File: config.mk
export PLATFORM = sky130hd
export DESIGN_NAME = coh_cache_agent
export DESIGN_NICKNAME = d
export VERILOG_FILES = /design/src/rtl/coh_pkg.sv /design/src/rtl/coh_line_array.sv /design/src/rtl/coh_miss_tracker.sv /design/src/rtl/coh_cache_agent.sv
export SDC_FILE = /design/constraint.sdc
export NUM_CORES = 1
export LEC_CHECK = 0
export BUFFER_PORTS_ARGS = -buffer_cell sky130_fd_sc_hd__buf_2
export CAP_MARGIN = 10
export CORE_ASPECT_RATIO = 1.1
export CORE_MARGIN = 2
export CORE_UTILIZATION = 50
export CTS_BUF_LIST = sky130_fd_sc_hd__clkbuf_4
export DETAILED_ROUTE_END_ITERATION = 10
export GPL_TIMING_DRIVEN = 1
export PLACE_DENSITY = 0.81
export RECOVER_POWER = 100
export SYNTH_ARGS = -nofsm -noshare
export SYNTH_HDL_FRONTEND = slang
export SYNTH_HIERARCHICAL = 1
export SYNTH_SLANG_ARGS = --single-unit
File: constraint.sdc
create_clock -name clk -period 9.72 [get_ports clk]
set_input_delay 1.944 -clock clk [delete_from_list [all_inputs] [get_ports clk]]
set_output_delay 1.944 -clock clk [all_outputs]
set_load 0.05 [all_outputs]
File: src/rtl/coh_pkg.sv
package coh_pkg;
  typedef enum logic [3:0] {
    M_SH_REQ    = 4'd0,
    M_EX_REQ    = 4'd1,
    M_WB_DEM    = 4'd2,
    M_INV_DEM   = 4'd3,
    M_FLUSH_DEM = 4'd4,
    M_WB_RSP    = 4'd5,
    M_INV_ACK   = 4'd6,
    M_FLUSH_RSP = 4'd7,
    M_SH_GRANT  = 4'd8,
    M_EX_GRANT  = 4'd9
  } msg_e;

  typedef enum logic [1:0] {
    LN_INV  = 2'd0,
    LN_SHR  = 2'd1,
    LN_MOD  = 2'd2,
    LN_PEND = 2'd3
  } line_e;
endpackage

File: src/rtl/coh_line_array.sv
module coh_line_array
  import coh_pkg::*;
#(
  parameter int NUM_LINES = 4,
  parameter int TAG_W     = 6,
  parameter int DATA_W    = 32,
  localparam int IDX_W    = $clog2(NUM_LINES)
) (
  input  logic              clk,
  input  logic              rst,
  input  logic [IDX_W-1:0]  a_idx,
  output line_e             a_state,
  output logic [TAG_W-1:0]  a_tag,
  output logic [DATA_W-1:0] a_data,
  input  logic [IDX_W-1:0]  b_idx,
  output line_e             b_state,
  output logic [TAG_W-1:0]  b_tag,
  output logic [DATA_W-1:0] b_data,
  input  logic              w_en,
  input  logic [IDX_W-1:0]  w_idx,
  input  line_e             w_state,
  input  logic [TAG_W-1:0]  w_tag,
  input  logic              w_data_en,
  input  logic [DATA_W-1:0] w_data
);
  line_e             st_q  [NUM_LINES];
  logic [TAG_W-1:0]  tag_q [NUM_LINES];
  logic [DATA_W-1:0] mem_q [NUM_LINES];

  for (genvar g = 0; g < NUM_LINES; g++) begin : g_line
    always_ff @(posedge clk) begin
      if (rst) begin
        st_q[g]  <= LN_INV;
        tag_q[g] <= '0;
      end else if (w_en && w_idx == IDX_W'(g)) begin
        st_q[g]  <= w_state;
        tag_q[g] <= w_tag;
      end
    end
  end

  always_ff @(posedge clk) begin
    if (w_data_en) mem_q[w_idx] <= w_data;
  end

  assign a_state = st_q[a_idx];
  assign a_tag   = tag_q[a_idx];
  assign a_data  = mem_q[a_idx];
  assign b_state = st_q[b_idx];
  assign b_tag   = tag_q[b_idx];
  assign b_data  = mem_q[b_idx];

  // data is only written together with a state update
  assert_data_with_state_R4: assert property (@(posedge clk) disable iff (rst)
    w_data_en |-> w_en);
endmodule

File: src/rtl/coh_miss_tracker.sv
module coh_miss_tracker #(
  parameter int ADDR_W = 8,
  parameter int DATA_W = 32
) (
  input  logic              clk,
  input  logic              rst,
  input  logic              start,
  input  logic [ADDR_W-1:0] start_addr,
  input  logic              start_write,
  input  logic [DATA_W-1:0] start_wdata,
  input  logic              start_defer,
  input  logic              sent,
  input  logic              done,
  output logic              busy,
  output logic [ADDR_W-1:0] addr,
  output logic              write,
  output logic [DATA_W-1:0] wdata,
  output logic              send_due
);
  always_ff @(posedge clk) begin
    if (rst) begin
      busy     <= 1'b0;
      send_due <= 1'b0;
      addr     <= '0;
      write    <= 1'b0;
      wdata    <= '0;
    end else if (start) begin
      busy     <= 1'b1;
      send_due <= start_defer;
      addr     <= start_addr;
      write    <= start_write;
      wdata    <= start_wdata;
    end else begin
      if (done) busy <= 1'b0;
      if (sent) send_due <= 1'b0;
    end
  end

  assert_single_miss_R5: assert property (@(posedge clk) disable iff (rst)
    start |-> !busy);
  assert_no_early_done_R5: assert property (@(posedge clk) disable iff (rst)
    done |-> busy && !send_due);
endmodule

File: src/rtl/coh_cache_agent.sv
module coh_cache_agent
  import coh_pkg::*;
#(
  parameter int SITE_ID   = 1,
  parameter int SITE_W    = 4,
  parameter int NUM_LINES = 4,
  parameter int ADDR_W    = 8,
  parameter int DATA_W    = 32
) (
  input  logic              clk,
  input  logic              rst,
  input  logic              cpu_req_valid,
  input  logic              cpu_req_write,
  input  logic [ADDR_W-1:0] cpu_req_addr,
  input  logic [DATA_W-1:0] cpu_req_wdata,
  output logic              cpu_req_ready,
  output logic              cpu_resp_valid,
  output logic [DATA_W-1:0] cpu_rdata,
  input  logic              in_valid,
  input  logic [3:0]        in_type,
  input  logic [ADDR_W-1:0] in_addr,
  input  logic [DATA_W-1:0] in_data,
  output logic              out_valid,
  output logic [3:0]        out_type,
  output logic [ADDR_W-1:0] out_addr,
  output logic [DATA_W-1:0] out_data,
  output logic [SITE_W-1:0] out_site
);
  localparam int IDX_W = $clog2(NUM_LINES);
  localparam int TAG_W = ADDR_W - IDX_W;

  line_e             a_state, b_state, w_state;
  logic [TAG_W-1:0]  a_tag, b_tag, w_tag;
  logic [DATA_W-1:0] a_data, b_data, w_data;
  logic              w_en, w_data_en;
  logic [IDX_W-1:0]  w_idx;

  logic              t_busy, t_write, t_send_due;
  logic [ADDR_W-1:0] t_addr;
  logic [DATA_W-1:0] t_wdata;
  logic              t_start, t_defer, t_sent, t_done;

  logic [IDX_W-1:0]  c_idx, i_idx;
  logic [TAG_W-1:0]  c_tag, i_tag;
  assign c_idx = cpu_req_addr[IDX_W-1:0];
  assign c_tag = cpu_req_addr[ADDR_W-1:IDX_W];
  assign i_idx = in_addr[IDX_W-1:0];
  assign i_tag = in_addr[ADDR_W-1:IDX_W];

  coh_line_array #(.NUM_LINES(NUM_LINES), .TAG_W(TAG_W), .DATA_W(DATA_W)) u_lines (
    .clk, .rst,
    .a_idx(c_idx), .a_state, .a_tag, .a_data,
    .b_idx(i_idx), .b_state, .b_tag, .b_data,
    .w_en, .w_idx, .w_state, .w_tag, .w_data_en, .w_data
  );

  coh_miss_tracker #(.ADDR_W(ADDR_W), .DATA_W(DATA_W)) u_miss (
    .clk, .rst,
    .start(t_start), .start_addr(cpu_req_addr), .start_write(cpu_req_write),
    .start_wdata(cpu_req_wdata), .start_defer(t_defer),
    .sent(t_sent), .done(t_done),
    .busy(t_busy), .addr(t_addr), .write(t_write), .wdata(t_wdata),
    .send_due(t_send_due)
  );

  logic accept, a_match, b_match, ld_hit, st_hit, hit, victim_dirty, reply_match;
  assign cpu_req_ready = !t_busy && !in_valid;
  assign accept       = cpu_req_valid && cpu_req_ready;
  assign a_match      = (a_tag == c_tag);
  assign b_match      = (b_tag == i_tag);
  assign ld_hit       = !cpu_req_write && a_match && (a_state == LN_SHR || a_state == LN_MOD);
  assign st_hit       = cpu_req_write && a_match && (a_state == LN_MOD);
  assign hit          = ld_hit || st_hit;
  assign victim_dirty = (a_state == LN_MOD) && !a_match;
  assign reply_match  = in_valid && (in_type == M_SH_GRANT || in_type == M_EX_GRANT) &&
                        t_busy && !t_send_due && (in_addr == t_addr);

  logic              n_out_v, n_resp_v;
  logic [3:0]        n_type;
  logic [ADDR_W-1:0] n_addr;
  logic [DATA_W-1:0] n_data, n_rdata;

  always_comb begin
    w_en = 1'b0; w_idx = c_idx; w_state = LN_INV; w_tag = c_tag;
    w_data_en = 1'b0; w_data = cpu_req_wdata;
    n_out_v = 1'b0; n_type = M_SH_REQ; n_addr = in_addr; n_data = '0;
    n_resp_v = 1'b0; n_rdata = '0;
    t_start = 1'b0; t_defer = 1'b0; t_sent = 1'b0; t_done = 1'b0;
    if (in_valid) begin
      w_idx = i_idx;
      w_tag = b_tag;
      unique case (in_type)
        M_SH_GRANT, M_EX_GRANT: if (reply_match) begin
          w_en      = 1'b1;
          w_tag     = i_tag;
          w_state   = (in_type == M_EX_GRANT) ? LN_MOD : LN_SHR;
          w_data_en = 1'b1;
          w_data    = t_write ? t_wdata : in_data;
          n_resp_v  = 1'b1;
          n_rdata   = t_write ? t_wdata : in_data;
          t_done    = 1'b1;
        end
        M_INV_DEM: begin
          n_out_v = 1'b1; n_type = M_INV_ACK;
          if (b_match && (b_state == LN_SHR || b_state == LN_MOD)) begin
            w_en = 1'b1; w_state = LN_INV;
          end
        end
        M_WB_DEM: begin
          n_out_v = 1'b1; n_type = M_WB_RSP;
          if (b_match && b_state == LN_MOD) begin
            n_data = b_data; w_en = 1'b1; w_state = LN_SHR;
          end
        end
        M_FLUSH_DEM: begin
          n_out_v = 1'b1; n_type = M_FLUSH_RSP;
          if (b_match && b_state == LN_MOD) begin
            n_data = b_data; w_en = 1'b1; w_state = LN_INV;
          end
        end
        default: ;
      endcase
    end else if (accept) begin
      if (hit) begin
        n_resp_v = 1'b1;
        n_rdata  = cpu_req_write ? cpu_req_wdata : a_data;
        if (cpu_req_write) begin
          w_en = 1'b1; w_state = LN_MOD; w_data_en = 1'b1;
        end
      end else begin
        w_en    = 1'b1;
        w_state = LN_PEND;
        t_start = 1'b1;
        n_out_v = 1'b1;
        if (victim_dirty) begin
          t_defer = 1'b1;
          n_type  = M_FLUSH_RSP;
          n_addr  = {a_tag, c_idx};
          n_data  = a_data;
        end else begin
          n_type = cpu_req_write ? M_EX_REQ : M_SH_REQ;
          n_addr = cpu_req_addr;
        end
      end
    end else if (t_send_due) begin
      t_sent  = 1'b1;
      n_out_v = 1'b1;
      n_type  = t_write ? M_EX_REQ : M_SH_REQ;
      n_addr  = t_addr;
    end
  end

  always_ff @(posedge clk) begin
    if (rst) begin
      out_valid      <= 1'b0;
      out_type       <= '0;
      out_addr       <= '0;
      out_data       <= '0;
      cpu_resp_valid <= 1'b0;
      cpu_rdata      <= '0;
    end else begin
      out_valid      <= n_out_v;
      out_type       <= n_type;
      out_addr       <= n_addr;
      out_data       <= n_data;
      cpu_resp_valid <= n_resp_v;
      cpu_rdata      <= n_rdata;
    end
  end

  assign out_site = SITE_W'(SITE_ID);

  assert_hit_local_R2: assert property (@(posedge clk) disable iff (rst)
    accept && hit |=> cpu_resp_valid && !out_valid);
  assert_miss_sends_R3: assert property (@(posedge clk) disable iff (rst)
    accept && !hit |=> out_valid && !cpu_resp_valid);
  assert_pend_hold_R5: assert property (@(posedge clk) disable iff (rst)
    t_busy && !reply_match |=> t_busy);
  assert_inv_ack_R6: assert property (@(posedge clk) disable iff (rst)
    in_valid && in_type == M_INV_DEM |=> out_valid && out_type == M_INV_ACK);
  assert_out_legal_R11: assert property (@(posedge clk) disable iff (rst)
    out_valid |-> (out_type == M_SH_REQ || out_type == M_EX_REQ || out_type == M_WB_RSP ||
                   out_type == M_INV_ACK || out_type == M_FLUSH_RSP));
endmodule

; Yosys cells after proc, flatten, opt, wreduce, memory -nomap -nowiden
; Memory sizes are Yosys's and may differ from the RTL's.
; Cells that the tools add are included.
[totals]
ramBits = 160
n_memories = 3
output_inout_bits = 83
reg_bits = 121
word_cells = 167
[mem_list]
columns = memory, words, word_bits, read_ports, rd_clocked_by_memory_dff, wr, line_no
row1 = u_lines.mem_q, 4, 32, 2, 0, 1, coh_line_array.sv:28  ; logic [DATA_W-1:0] mem_q [NUM_LINES];
row2 = u_lines.tag_q, 4, 6, 2, 0, 4, coh_line_array.sv:27  ; logic [TAG_W-1:0] tag_q [NUM_LINES];
row3 = u_lines.st_q, 4, 2, 2, 0, 4, coh_line_array.sv:26  ; line_e st_q [NUM_LINES];
[classes]
n_mux = 98
reduce_logical = 32
n_bitwise = 8
n_eq_ne = 15
[ops]
columns = cell, count
row1 = 32-bit 2-to-1 mux, 16
row2 = 1-bit 2-to-1 mux, 52
row3 = 6-bit 2-to-1 mux, 7
row4 = 8-bit 2-to-1 mux, 5
row5 = 2-bit 2-to-1 mux, 11
row6 = 1-bit logical AND, 17
row7 = 6-bit equality test, 2
row8 = 3-bit case mux with 3 select lines, 1
row9 = 2-bit equality test (second input constant), 4
row10 = 4-bit by 2-bit equality test with 1-bit output (second input constant), 2
row11 = 4-bit equality test (second input constant), 2
row12 = 8-bit equality test, 1
row13 = 4-bit 2-to-1 mux, 2
row14 = 1-bit bitwise OR, 8
row15 = 2-bit by 1-bit equality test with 1-bit output (second input constant), 3
row16 = 3-bit 2-to-1 mux, 2
row17 = 1-bit logical NOT, 5
row18 = 4-bit by 3-bit equality test with 1-bit output (second input constant), 1
row19 = 1-bit logical OR, 4
row20 = 2-bit case mux with 2 select lines, 1
row21 = 2-bit nonzero test, 2
row22 = 2-bit OR reduction, 2
row23 = 1-bit case mux with 3 select lines, 1
row24 = 3-bit OR reduction, 1
row25 = 2-bit logical NOT, 1

; Depth between registers and ports, before layout
; Gate-level depths: netlist of the first run.
[logic_depth]
depth_word = 14
ltp_mapped = 13
mapped_depth_nobuf = 10

; Hierarchy
; Netlist of the first run, hierarchy kept.
[by_module_without_submodules]
columns = module, area_each_um2, cells_each, n_inst
row1 = coh_line_array, 7103.1, 317, 1
row2 = coh_cache_agent, 4578.1, 532, 1
row3 = coh_miss_tracker, 1519.0, 141, 1

; Least setup slack after synthesis of the first run
; OpenSTA, ideal clock, no wires.
[synth_path]
path_type = in2reg
start = in cpu_req_addr[0]
end = mem u_lines.mem_q[3][0], enable pin
path_buffers = 3
slack_ns = 3.951
setup_ns = 0.421
arrival_ns = 5.348
stages = 11
required_ns = 9.299
path_cell_list = buf_6 buf_12 mux4_2 xor2_1 nor4_1 and4_1 clkbuf_1 nand2_1 nand2_1 inv_1 nor2_1
[synth_via]
elab_chain_cells = 10
[synth_lines]
columns = item, line_no
row1 = "start, declared", coh_cache_agent.sv:14  ; input logic [ADDR_W-1:0] cpu_req_addr,
row2 = memory read 4 x 6 bit *, --
row3 = via a_tag[3], coh_cache_agent.sv:33  ; logic [TAG_W-1:0] a_tag, b_tag, w_tag;
row4 = 6-bit equality test *, coh_cache_agent.sv:69  ; assign a_match = (a_tag == c_tag);
row5 = 1-bit logical AND (on tied branches) (2 in series), "coh_cache_agent.sv:71, coh_cache_agent.sv:72"
row6 = 1-bit logical OR *, coh_cache_agent.sv:73  ; assign hit = ld_hit || st_hit;
row7 = 1-bit 2-to-1 mux *, coh_cache_agent.sv:124  ; if (hit) begin
row8 = 1-bit 2-to-1 mux *, coh_cache_agent.sv:123  ; end else if (accept) begin
row9 = 1-bit 2-to-1 mux *, coh_cache_agent.sv:89  ; if (in_valid) begin
row10 = via w_data_en, coh_cache_agent.sv:35  ; logic w_en, w_data_en;
row11 = 1-bit 2-to-1 mux *, coh_line_array.sv:43  ; if (w_data_en) mem_q[w_idx] <= w_data;
row12 = 1-bit 2-to-1 mux (implied by the code) *, coh_line_array.sv:43
row13 = "end, declared", coh_line_array.sv:28
; The timed path passes the listed nets; every way through them passes the cells marked *.

==> metrics.cfg, run 1 <==
[clock_network]
clock_tree.root_cell = clkbuf_4
clk_pin_slew_ns = 0.07
cts_resized = 0
cts_tree = yes
clk_latency_ns = 0.69
clock_sinks = 280
cts_buffers = 70
cts_buffer_depth = 3
post_cts_buffers = 0
cts_hold_buffers = 0
h-tree-depth = 3

[synthesis]
synth_compound_area_share_pct = 6.28
ys_top_cells_by_area = edfxtp_1, dfxtp_1, mux4_2
synth_cells = 990
netlist.area_leader.share_pct = 36.4
avgSynthCellArea_um2 = 13.3
yosys_warnings = 6
syn-cell-area_mm2 = 0.0132
yosysTopAreaCell = edfxtp_1
async_flop_share_pct = 0
seq_area_frac_synth_pct = 54.6
ys.flop_type = edfxtp_1
synth-xor-area-share_pct = 1.46
synth.most_common_cell = edfxtp_1
synth_edf_count = 160
ys_ff_latch = 280
ys_types = 52
synth-simple-area-share_pct = 9.89
synthMuxAreaShare_pct = 22.9
yosys-top-cells-count = edfxtp_1, nand2_1, dfxtp_1, nor2_1, mux4_2
yosys.area_share.adder_pct = 0.190
synth_top_family_by_area = multiplexers

[place]
dp_hpwl_um = 19600
place_area_mm2 = 0.0141
place_congestion = 0.851
port_buffers = 166
placedCellCount = 1445

[sta]
grt_setup_unrepaired = no
finClkSkew_ns = 0.0564
timing.final.crit_period_ns = 7.05
timing.slew.headroom_pct = -62.2
hold_viol_final = 0
max_slew.worst_pin.slew_ns = 2.43
slew_viol_final = 104
min_period_over_period_pct = 72.6
finalSetupViolCount = 0
hold_slack_ns = 0.490
fin_tns_setup_ns = 0
max_freq_ghz = 0.142

[worst_setup_path]
timing.reg2reg.setup_slack_ns = 4.35
crit_family = buffers and inverters
critPathLaunchType = input pin
crit_chain = buf_2 > buf_4 > xnor2_1 > nand4_1 > or4_1 > clkbuf_1 > clkinvlp_2 > a211o_1 > nand3b_1 > nor2_1
rr_endpoint = u_lines/st_q[2][0]
rr_startpoint = u_miss/addr[0]
crit_buf_inv = 4
crit_fanout = 44
arrival_ns = 7.44
crit_path_max_incr_delay_ns = 1.73
setup.worst_path.class = input pin to register
cp-end-kind = register
cp.required_ns = 10.11
cp_slowest_cell = clkinvlp_2
reg2reg_depth = 8

[worst_hold_path]
hold_end = u_miss/wdata[19]
min_path_cells = 2
hold_class = register to register
hp-start = u_miss/wdata[19]

[power_and_ir_drop]
powerDensity_mw_per_mm2 = 168
power.internal_mw = 1.85
leakagePower_nw = 5.29
ir_drop_v = 0.000123
combPwrFrac_pct = 9.9
p_sw_share_pct = 25.2
switching_power_mw = 0.623
pwr-share-seq_pct = 51.9
power.share.clock_pct = 38.2

[drt]
dr_total_vias = 8966
vias_per_cell = 5.70
wl_per_cell_um = 19.5
ant_nets = 0
wl_um = 30600
dr.pass1.iters = 5
dr.first_iter.drc_count = 736
drc = 0

[final_layout]
final_cells = 1572
drive_above_1_share_pct = 30.6
final_net_count = 1256
design_area_mm2 = 0.0147
area_delta_synth_final_pct = 11.6

[status]
violations = max-capacitance violations, max-slew violations
outcome = finished with violations

[grt]
overflow = 0
grt_max_degree = 67
grtUsageTotal_pct = 21.9
grt_first_pass_wirelength_um = 47900
gr-usage-met2_pct = 36.1
antenna_found_initial = 2
use_met3_pct = 4.53
first_global_vias = 9013
grt-busiest-layer = met2
use_met1_pct = 28.0

[floorplan]
io-pin-count = 172
die_y_um = 174
die_area_mm2 = 0.0277
core_mm2 = 0.0261
start_util_pct = 50.6
die_w_um = 159
std_cell_rows = 62

[job]
cap_violations = 3

-- layout make-up --
type	instances	area [um^2]
Antenna cell	1	2.50
Clock buffer	100	751
Clock inverter	26	114
Fill cell	2173	11300
Inverter	14	53.8
Multi-Input combinational cell	623	5360
Sequential cell	280	7210
Tap cell	352	440
Timing Repair Buffer	176	803
-- layout by cell type, fill, tap and decap left out, types with 5 or more instances in the layout --
cell type	instances
nand2_2	5
nor3b_1	5
conb_1	5
nor2_1	84
mux2i_1	41
clkinv_1	18
nor2b_1	6
a221oi_1	5
inv_1	13
dfxtp_1	119
clkbuf_1	80
mux2_2	72
nand2b_1	10
a22o_1	32
edfxtp_1	160
clkbuf_4	100
mux4_2	80
nand2_1	146
nand3_1	7
o21ai_0	5
xnor2_1	16
nand3b_1	8
o221ai_1	8
buf_2	87
a21oi_1	37
xor2_1	6
buf_4	9
-- metal layers --
layer / wire (um) / vias to the layer above
met1: 12000 / 4328
met5: 13 / -
li1: - / 4073
met3: 2630 / 86
met2: 14900 / 477
met4: 1110 / 2
-- through the flow --
stage,worst slack [ns],total power [mW],util [%]
4_1_cts,4.04,2.50,57.3
3_5_place_dp,3.35,1.56,54.0
6_report,2.67,2.48,56.5
5_1_grt,2.03,2.58,56.5
2_1_floorplan,3.95,1.50,-
3_3_place_gp,3.44,1.55,54.0
-- worst max-delay path by stage --
stage | startpoint | end | slack [ns] | cells after the start
6_report | in_addr[0] | u_lines/st_q[2][0] | 2.67 | 10
3_5_place_dp | cpu_req_addr[0] | u_lines/mem_q[0][19] | 3.35 | 12
2_1_floorplan | cpu_req_addr[0] | u_lines/mem_q[3][0] | 3.95 | 11
5_1_grt | cpu_req_addr[0] | u_lines/mem_q[0][3] | 2.03 | 10
4_1_cts | cpu_req_addr[0] | u_lines/mem_q[1][29] | 4.04 | 12
3_3_place_gp | cpu_req_addr[0] | u_lines/mem_q[0][27] | 3.44 | 10
-- flip-flops by register name, indices dropped and copies added (netlist names) --
name             flops
out_addr             8
u_miss/wdata        32
u_lines/tag_q       24
out_valid            1
out_type             3
u_miss/busy          1
out_data            32
u_miss/write         1
u_lines/st_q         8
u_miss/send_due      1
cpu_resp_valid       1
cpu_rdata           32
u_miss/addr          8
u_lines/mem_q      128
-- worst reg2reg max path, stage by stage (launching register included) --
cell	delay [ns]
dfxtp_1	0.41
xnor2_1	0.10
nand4_1	0.11
or4_1	0.86
clkbuf_1	0.88
clkinvlp_2	1.73
a211o_1	0.76
nand3b_1	0.19
nor2_1	0.07
-- kinds of logic (layout without fill, tap and decap cells) --
logic type | after synthesis | count (layout)
compound gates | 109 | 109
other cells | 2 | 6
mux | 193 | 193
xor+xnor | 22 | 22
fa+ha+maj | 2 | 2
buf+inv | 90 | 316
flops | 280 | 280
simple gates | 292 | 292
-- power groups by stage --
stage,Sequential (mW),Combinational [mW],Clock (mW)
2_1_floorplan,1.32,0.174,0
3_3_place_gp,1.31,0.242,0
3_5_place_dp,1.31,0.246,0
4_1_cts,1.29,0.247,0.966
5_1_grt,1.29,0.265,1.02
6_report,1.29,0.245,0.945
Power figures use the tool's default switching activity.
==> run 2, diff against run 1 <==
- ABC_AREA: not set -> 1
- PLACE_DENSITY: 0.81 -> 0.8
- clock period: 9.72 -> 6.7 ns (I/O delays scaled with it)
==> run 2 against run 1 <==
Net effect:
- the flow still finishes with violations (max-capacitance violations, max-slew violations)
- sequential cell count stayed put
- largest cell class unchanged
- wire length is 53% higher
- sequential share of layout area is 6.1 points lower
- clock skew is 0.011 ns higher
==> metrics.cfg, run 2 <==
[status]
outcome = finished with violations
violations = max-capacitance violations, max-slew violations

[sta]
timing.final.crit_period_ns = 5.33
hold_viol_final = 0  ; unchanged
finalSetupViolCount = 0  ; unchanged
max_slew.worst_pin.slew_ns = 1.93  ; -0.499 ns
timing.slew.headroom_pct = -28.9  ; +33 points
fin_tns_setup_ns = 0  ; unchanged
slew_viol_final = 154  ; +48%
grt_setup_unrepaired = no
max_freq_ghz = 0.187
min_period_over_period_pct = 79.6
finClkSkew_ns = 0.0672  ; +0.0107 ns
hold_slack_ns = 0.489  ; -0.000507 ns

[clock_network]
cts_hold_buffers = 0  ; unchanged
clock_tree.root_cell = clkbuf_4
clk_pin_slew_ns = 0.06  ; about the same
cts_resized = 0  ; unchanged
cts_buffer_depth = 3  ; unchanged
post_cts_buffers = 0  ; unchanged
clk_latency_ns = 0.75  ; +0.06 ns
h-tree-depth = 3  ; unchanged
cts_tree = yes
clock_sinks = 280  ; unchanged
cts_buffers = 76  ; +8.6%

[synthesis]
syn-cell-area_mm2 = 0.0155  ; +17%
yosys_warnings = 6  ; unchanged
yosysTopAreaCell = edfxtp_1
synth_cells = 2060  ; +110%
synth.most_common_cell = nand2_1
avgSynthCellArea_um2 = 7.51  ; -44%
ys_ff_latch = 280  ; unchanged
async_flop_share_pct = 0  ; unchanged
yosys-top-cells-count = nand2_1, inv_1, nand3_1, edfxtp_1, nor2_1
netlist.area_leader.share_pct = 31.1  ; -5.3 points
ys.flop_type = edfxtp_1
ys_top_cells_by_area = edfxtp_1, nand2_1, dfxtp_1
seq_area_frac_synth_pct = 46.6  ; -8.0 points
synth_edf_count = 160  ; unchanged
ys_types = 41  ; -21%

[place]
port_buffers = 166  ; unchanged
placedCellCount = 2539  ; +76%
place_congestion = 0.982  ; +15%
dp_hpwl_um = 29000  ; +48%

[final_layout]
final_net_count = 2294  ; +83%
final_cells = 2680  ; +70%
final_cell_mix = nand2_1, inv_1, nand3_1
area_delta_synth_final_pct = 8.90
multi_input_area_mm2 = 0.00623  ; +16%
layout_commonest_cell = nand2_1
ff_latch_area_mm2 = 0.00721  ; about the same
largest_register = u_lines/mem_q
largest_register_ffs = 128  ; unchanged
nFillCells = 2804  ; +29%
drive_above_1_share_pct = 14.5  ; -16 points

[power_and_ir_drop]
pwr-share-seq_pct = 47.6  ; -4.3 points
ir_drop_v = 0.000131  ; +6.1%
combPwrFrac_pct = 12.9  ; +3.0 points
switching_power_mw = 1.11  ; +78%
power.share.clock_pct = 39.5  ; +1.3 points
power.internal_mw = 2.82  ; +52%
leakagePower_nw = 7.99  ; +51%
powerDensity_mw_per_mm2 = 233  ; +39%
p_sw_share_pct = 28.3  ; +3.1 points

[worst_hold_path]
hold_class = register to register
min_path_cells = 2  ; unchanged
hold_end = u_miss/wdata[21]
hp-start = u_miss/wdata[21]

[floorplan]
die_w_um = 172  ; +8.0%
start_util_pct = 50.8  ; +0.17 points
std_cell_rows = 67  ; +8.1%
die_area_mm2 = 0.0323  ; +17%
core_mm2 = 0.0304  ; +17%
die_y_um = 188  ; +8.0%
io-pin-count = 172  ; unchanged

[worst_setup_path]
rr_startpoint = u_miss/send_due
crit_path_max_incr_delay_ns = 1.44  ; -0.29 ns
critPathLaunch = cpu_req_addr[0]
reg2reg_depth = 7  ; -1
crit_chain = clkbuf_1 > clkbuf_2 > nand2_1 > nand3_1 > nand2_1 > inv_1 > nand2_1 > nand2_1 > nor2_1 > nand3_4 > nand2_1 > nor2_2 > nand2_1 > a21oi_1
cp.required_ns = 7.30  ; -2.81 ns
cp_slowest_cell = nor2_2
cp-end-kind = register
rr_endpoint = u_lines/mem_q[0][27]
setup.worst_path.class = input pin to register
crit_fanout = 83  ; +89%
timing.reg2reg.setup_slack_ns = 2.91  ; -1.44 ns
crit_family = simple AND/OR/NAND/NOR gates
crit_buf_inv = 3  ; -1
critPathLaunchType = input pin
arrival_ns = 5.93  ; -1.51 ns
path_common_cell = nand2_1

[drt]
dr.first_iter.drc_count = 1812  ; +150%
wl_um = 46900  ; +53%
dr_total_vias = 14500  ; +61%
vias_per_cell = 5.40  ; -5.4%
drc = 0  ; unchanged
dr.pass1.iters = 8  ; +3
wl_per_cell_um = 17.5  ; -10%
ant_nets = 0  ; unchanged

[job]
cap_violations = 3  ; unchanged

[grt]
overflow = 0  ; unchanged
grt_max_degree = 84  ; +25%
grtUsageTotal_pct = 28.5  ; +6.5 points
first_global_vias = 14100  ; +56%
antenna_found_initial = 2  ; unchanged
grt_first_pass_wirelength_um = 71100  ; +48%

## run 2: layer usage
layer,vias to the layer above,part of all wire [%],global-route usage (%)
li1,6774,-,-
met1,6596,37,34.7
met2,933,47,47.6
met3,160,11,4.96
met4,0,4.5,15.5
met5,-,0,0
## run 2: worst max path at each step
stage	end	cells after the start
floorplan	u_lines/mem_q[0][0]	17
global placement	u_lines/tag_q[2][4]	16
detailed placement	u_lines/tag_q[2][4]	16
CTS	u_lines/st_q[2][1]	16
global route	u_lines/mem_q[2][31]	16
finish	out_data[24]	14
## run 2: power by group through the flow
stage	Combinational [mW]	Sequential (mW)	Clock [mW]
floorplan	0.343	1.93	0
finish	0.506	1.87	1.55
global placement	0.490	1.90	0
detailed placement	0.501	1.91	0
global route	0.547	1.87	1.66
CTS	0.504	1.87	1.57
## run 2: worst min-delay path, cell delays in order, from the launching register on
cell	delay [ns]
dfxtp_1	0.33
o21ai_1	0.06
nor2_1	0.07
## run 2: layout make-up
type / count / share of cell area [%]
timing repair buffer: 183 / 5.02
tap: 414 / 3.08
clock buffer: 115 / 5.13
sequential: 280 / 42.8
clock inverter: 23 / 0.743
antenna: 3 / 0.0446
inverter: 273 / 6.19
multi-input combinational: 1389 / 37.0
## run 2: metrics by stage
stage / util (%) / power (mW) / setup slack (ns) / area (um^2)
after global routing: 55.3 / 4.08 / 1.09 / 16800
after global placement: 53.1 / 2.39 / 1.74 / 16200
after detailed placement: 53.1 / 2.41 / 1.67 / 16200
final: 55.3 / 3.93 / 1.37 / 16800
after CTS: 56.4 / 3.94 / 2.43 / 17200
after floorplan: - / 2.27 / 1.33 / 15500
## run 2: cells by family after synthesis
| kind of cell | count (synthesis) | synth area share (%) |
|---|---|---|
| simple gates | 1200 | 33.0 |
| buf+inv | 394 | 12.0 |
| flops | 280 | 46.6 |
| compound gates | 142 | 5.39 |
| mux | 35 | 2.52 |
| xor+xnor | 5 | 0.283 |
| fa+ha+maj | 2 | 0.162 |
| other cells | 2 | 0.0486 |
==> run 3, diff against run 2 <==
- clock period: 6.7 -> 5.2 ns (I/O delays scaled with it)
==> run 3 against run 2 <==
Net effect:
- the run now ends clean
- setup slack worse by 0.46 ns
- sequential power grew 29%
- core utilization up 0.35 points
- clock power increased by 35%
- combinational power up 28%
- sequential cell count did not move
- via count is 1.9% lower
- non-clock buffer count rose by 9
- wire length about the same
- hold slack improved by 0.0050 ns
- cell count grew 0.26%
- largest power group unchanged
==> metrics.cfg, run 3 (synthesized netlist as in run 2, its figures left out) <==
[status]
outcome = finished clean

[floorplan]
die_w_um = 172  ; unchanged
core_mm2 = 0.0304  ; unchanged
io-pin-count = 172  ; unchanged
start_util_pct = 50.8  ; unchanged
die_y_um = 188  ; unchanged
die_area_mm2 = 0.0323  ; unchanged
std_cell_rows = 67  ; unchanged

[clock_network]
clk_pin_slew_ns = 0.06  ; about the same
cts_buffers = 74  ; -2.6%
post_cts_buffers = 0  ; unchanged
clk_latency_ns = 0.76  ; about the same
cts_buffer_depth = 3  ; unchanged
cts_hold_buffers = 0  ; unchanged
clock_sinks = 280  ; unchanged
cts_resized = 0  ; unchanged
cts_tree = yes
clock_tree.root_cell = clkbuf_4
h-tree-depth = 3  ; unchanged

[final_layout]
nFillCells = 2849  ; +1.6%
final_net_count = 2301  ; +0.31%
final_cell_mix = nand2_1, inv_1, nand3_1
drive_above_1_share_pct = 14.7  ; +0.18 points
area_delta_synth_final_pct = 9.58
design_area_mm2 = 0.0169  ; +0.62%
largest_register_ffs = 128  ; unchanged
final_cells = 2687  ; +0.26%
layout_commonest_cell = nand2_1
largest_register = u_lines/mem_q

[grt]
first_global_vias = 13900  ; -0.94%
grt_max_degree = 81  ; -3.6%
grtUsageTotal_pct = 28.8  ; +0.36 points
antenna_found_initial = 2  ; unchanged
use_met1_pct = 34.8  ; +0.13 points
grt-busiest-layer = met2
gr-usage-met2_pct = 49.0  ; +1.3 points
grt_first_pass_wirelength_um = 72400  ; +1.9%
use_met3_pct = 5.34  ; +0.38 points
overflow = 0  ; unchanged

[sta]
timing.final.crit_period_ns = 4.30
grt_setup_unrepaired = no
hold_viol_final = 0  ; unchanged
max_slew.worst_pin.slew_ns = 1.37  ; -0.565 ns
finalSetupViolCount = 0  ; unchanged
min_period_over_period_pct = 82.6
slew_viol_final = 0  ; -100%
hold_slack_ns = 0.494  ; +0.00503 ns
finClkSkew_ns = 0.0553  ; -0.0118 ns
fin_tns_setup_ns = 0  ; unchanged
max_freq_ghz = 0.233
timing.slew.headroom_pct = 8.68  ; +38 points

[worst_setup_path]
crit_chain = clkbuf_1 > clkbuf_2 > nand2_1 > nand3_1 > nand2_1 > inv_1 > nand2_1 > nand2_1 > nor2_2 > nand3_1 > nand2_1 > nor2_1 > buf_4 > o21ai_0 > a21oi_1
crit_fanout = 48  ; -42%
cp_slowest_cell = clkbuf_2
cp-end-kind = register
critPathLaunchType = input pin
path_common_cell = nand2_1
worst-path-stages = 15  ; +1
crit_path_max_incr_delay_ns = 0.91  ; -0.53 ns
cp.required_ns = 5.82  ; -1.48 ns
reg2reg_depth = 9  ; +2
crit_buf_inv = 4  ; +1
setup.worst_path.class = input pin to register
crit_family = buffers and inverters
arrival_ns = 4.91  ; -1.02 ns

[power_and_ir_drop]
leakagePower_nw = 8.06  ; +0.80%
p_total_mw = 5.16  ; +31%
ir_drop_v = 0.000168  ; +28%
powerDensity_mw_per_mm2 = 304  ; +30%

[place]
placedCellCount = 2548  ; +0.35%
dp_hpwl_um = 30600  ; +5.5%
place_congestion = 0.995  ; +1.4%
port_buffers = 166  ; unchanged
place_area_mm2 = 0.0162  ; +0.42%

[job]
cap_violations = 0  ; -3

[worst_hold_path]
hold_class = register to register
min_path_cells = 2  ; unchanged

[drt]
dr_total_vias = 14200  ; -1.9%
vias_per_cell = 5.28  ; -2.2%
dr.first_iter.drc_count = 1396  ; -23%
ant_nets = 0  ; unchanged
drc = 0  ; unchanged
wl_per_cell_um = 17.4  ; -0.34%
dr.pass1.iters = 6  ; -2
wl_um = 46900  ; about the same

-- run 3: cell count changes in the layout (fill, tap and decap cells not counted), sizes merged --
cell	previous run	this run
buf	98	111
clkbuf	200	190
bufinv	1	4
clkinv	21	23
inv	273	272
-- run 3: power breakdown --
| group | leakage (nW) | switching, mW | internal (mW) |
|---|---|---|---|
| Sequential | 2.46 | 0.0236 | 2.38 |
| Combinational | 5.00 | 0.469 | 0.180 |
| Clock | 0.600 | 0.934 | 1.16 |
-- run 3: metrics by stage --
| step | setup WS [ns] | utilization [%] |
|---|---|---|
| detailed placement | 0.744 | 53.3 |
| CTS | 1.48 | 56.7 |
| finish | 0.904 | 55.7 |
| floorplan | 0.130 | - |
| global route | 0.686 | 55.7 |
| global placement | 0.849 | 53.3 |
-- run 3: metal layers --
layer	routed length, um	vias up
li1	-	6783
met1	18200	6500
met2	22500	768
met3	4150	138
met4	1960	0
met5	0	-
-- run 3: worst min-delay path, delay by kind of cell (launching register included) --
kind | cells | cell delay, ns
DFF | 1 | 0.33
AOI/OAI and AO/OA | 1 | 0.06
and+or+nand+nor | 1 | 0.07
-- run 3: worst paths after layout --
path	slack [ns]	from	endpoint
setup / recovery	0.90	cpu_req_addr[0]	out_type[0]
setup reg to reg	1.78	u_miss/addr[7]	u_lines/mem_q[2][17]
hold reg to reg	0.49	u_miss/wdata[23]	u_miss/wdata[23]
hold / removal	0.49	u_miss/wdata[23]	u_miss/wdata[23]
-- run 3: cell type report --
class                      count  area [um^2]  area share [%]
inverter                     273         1040            6.15
multi-input combinational   1389         6210            36.7
clock buffer                 109          818            4.83
timing repair buffer         192          923            5.45
antenna                        3         7.51          0.0443
sequential                   280         7210            42.5
tap                          414          518            3.06
clock inverter                27          216            1.28
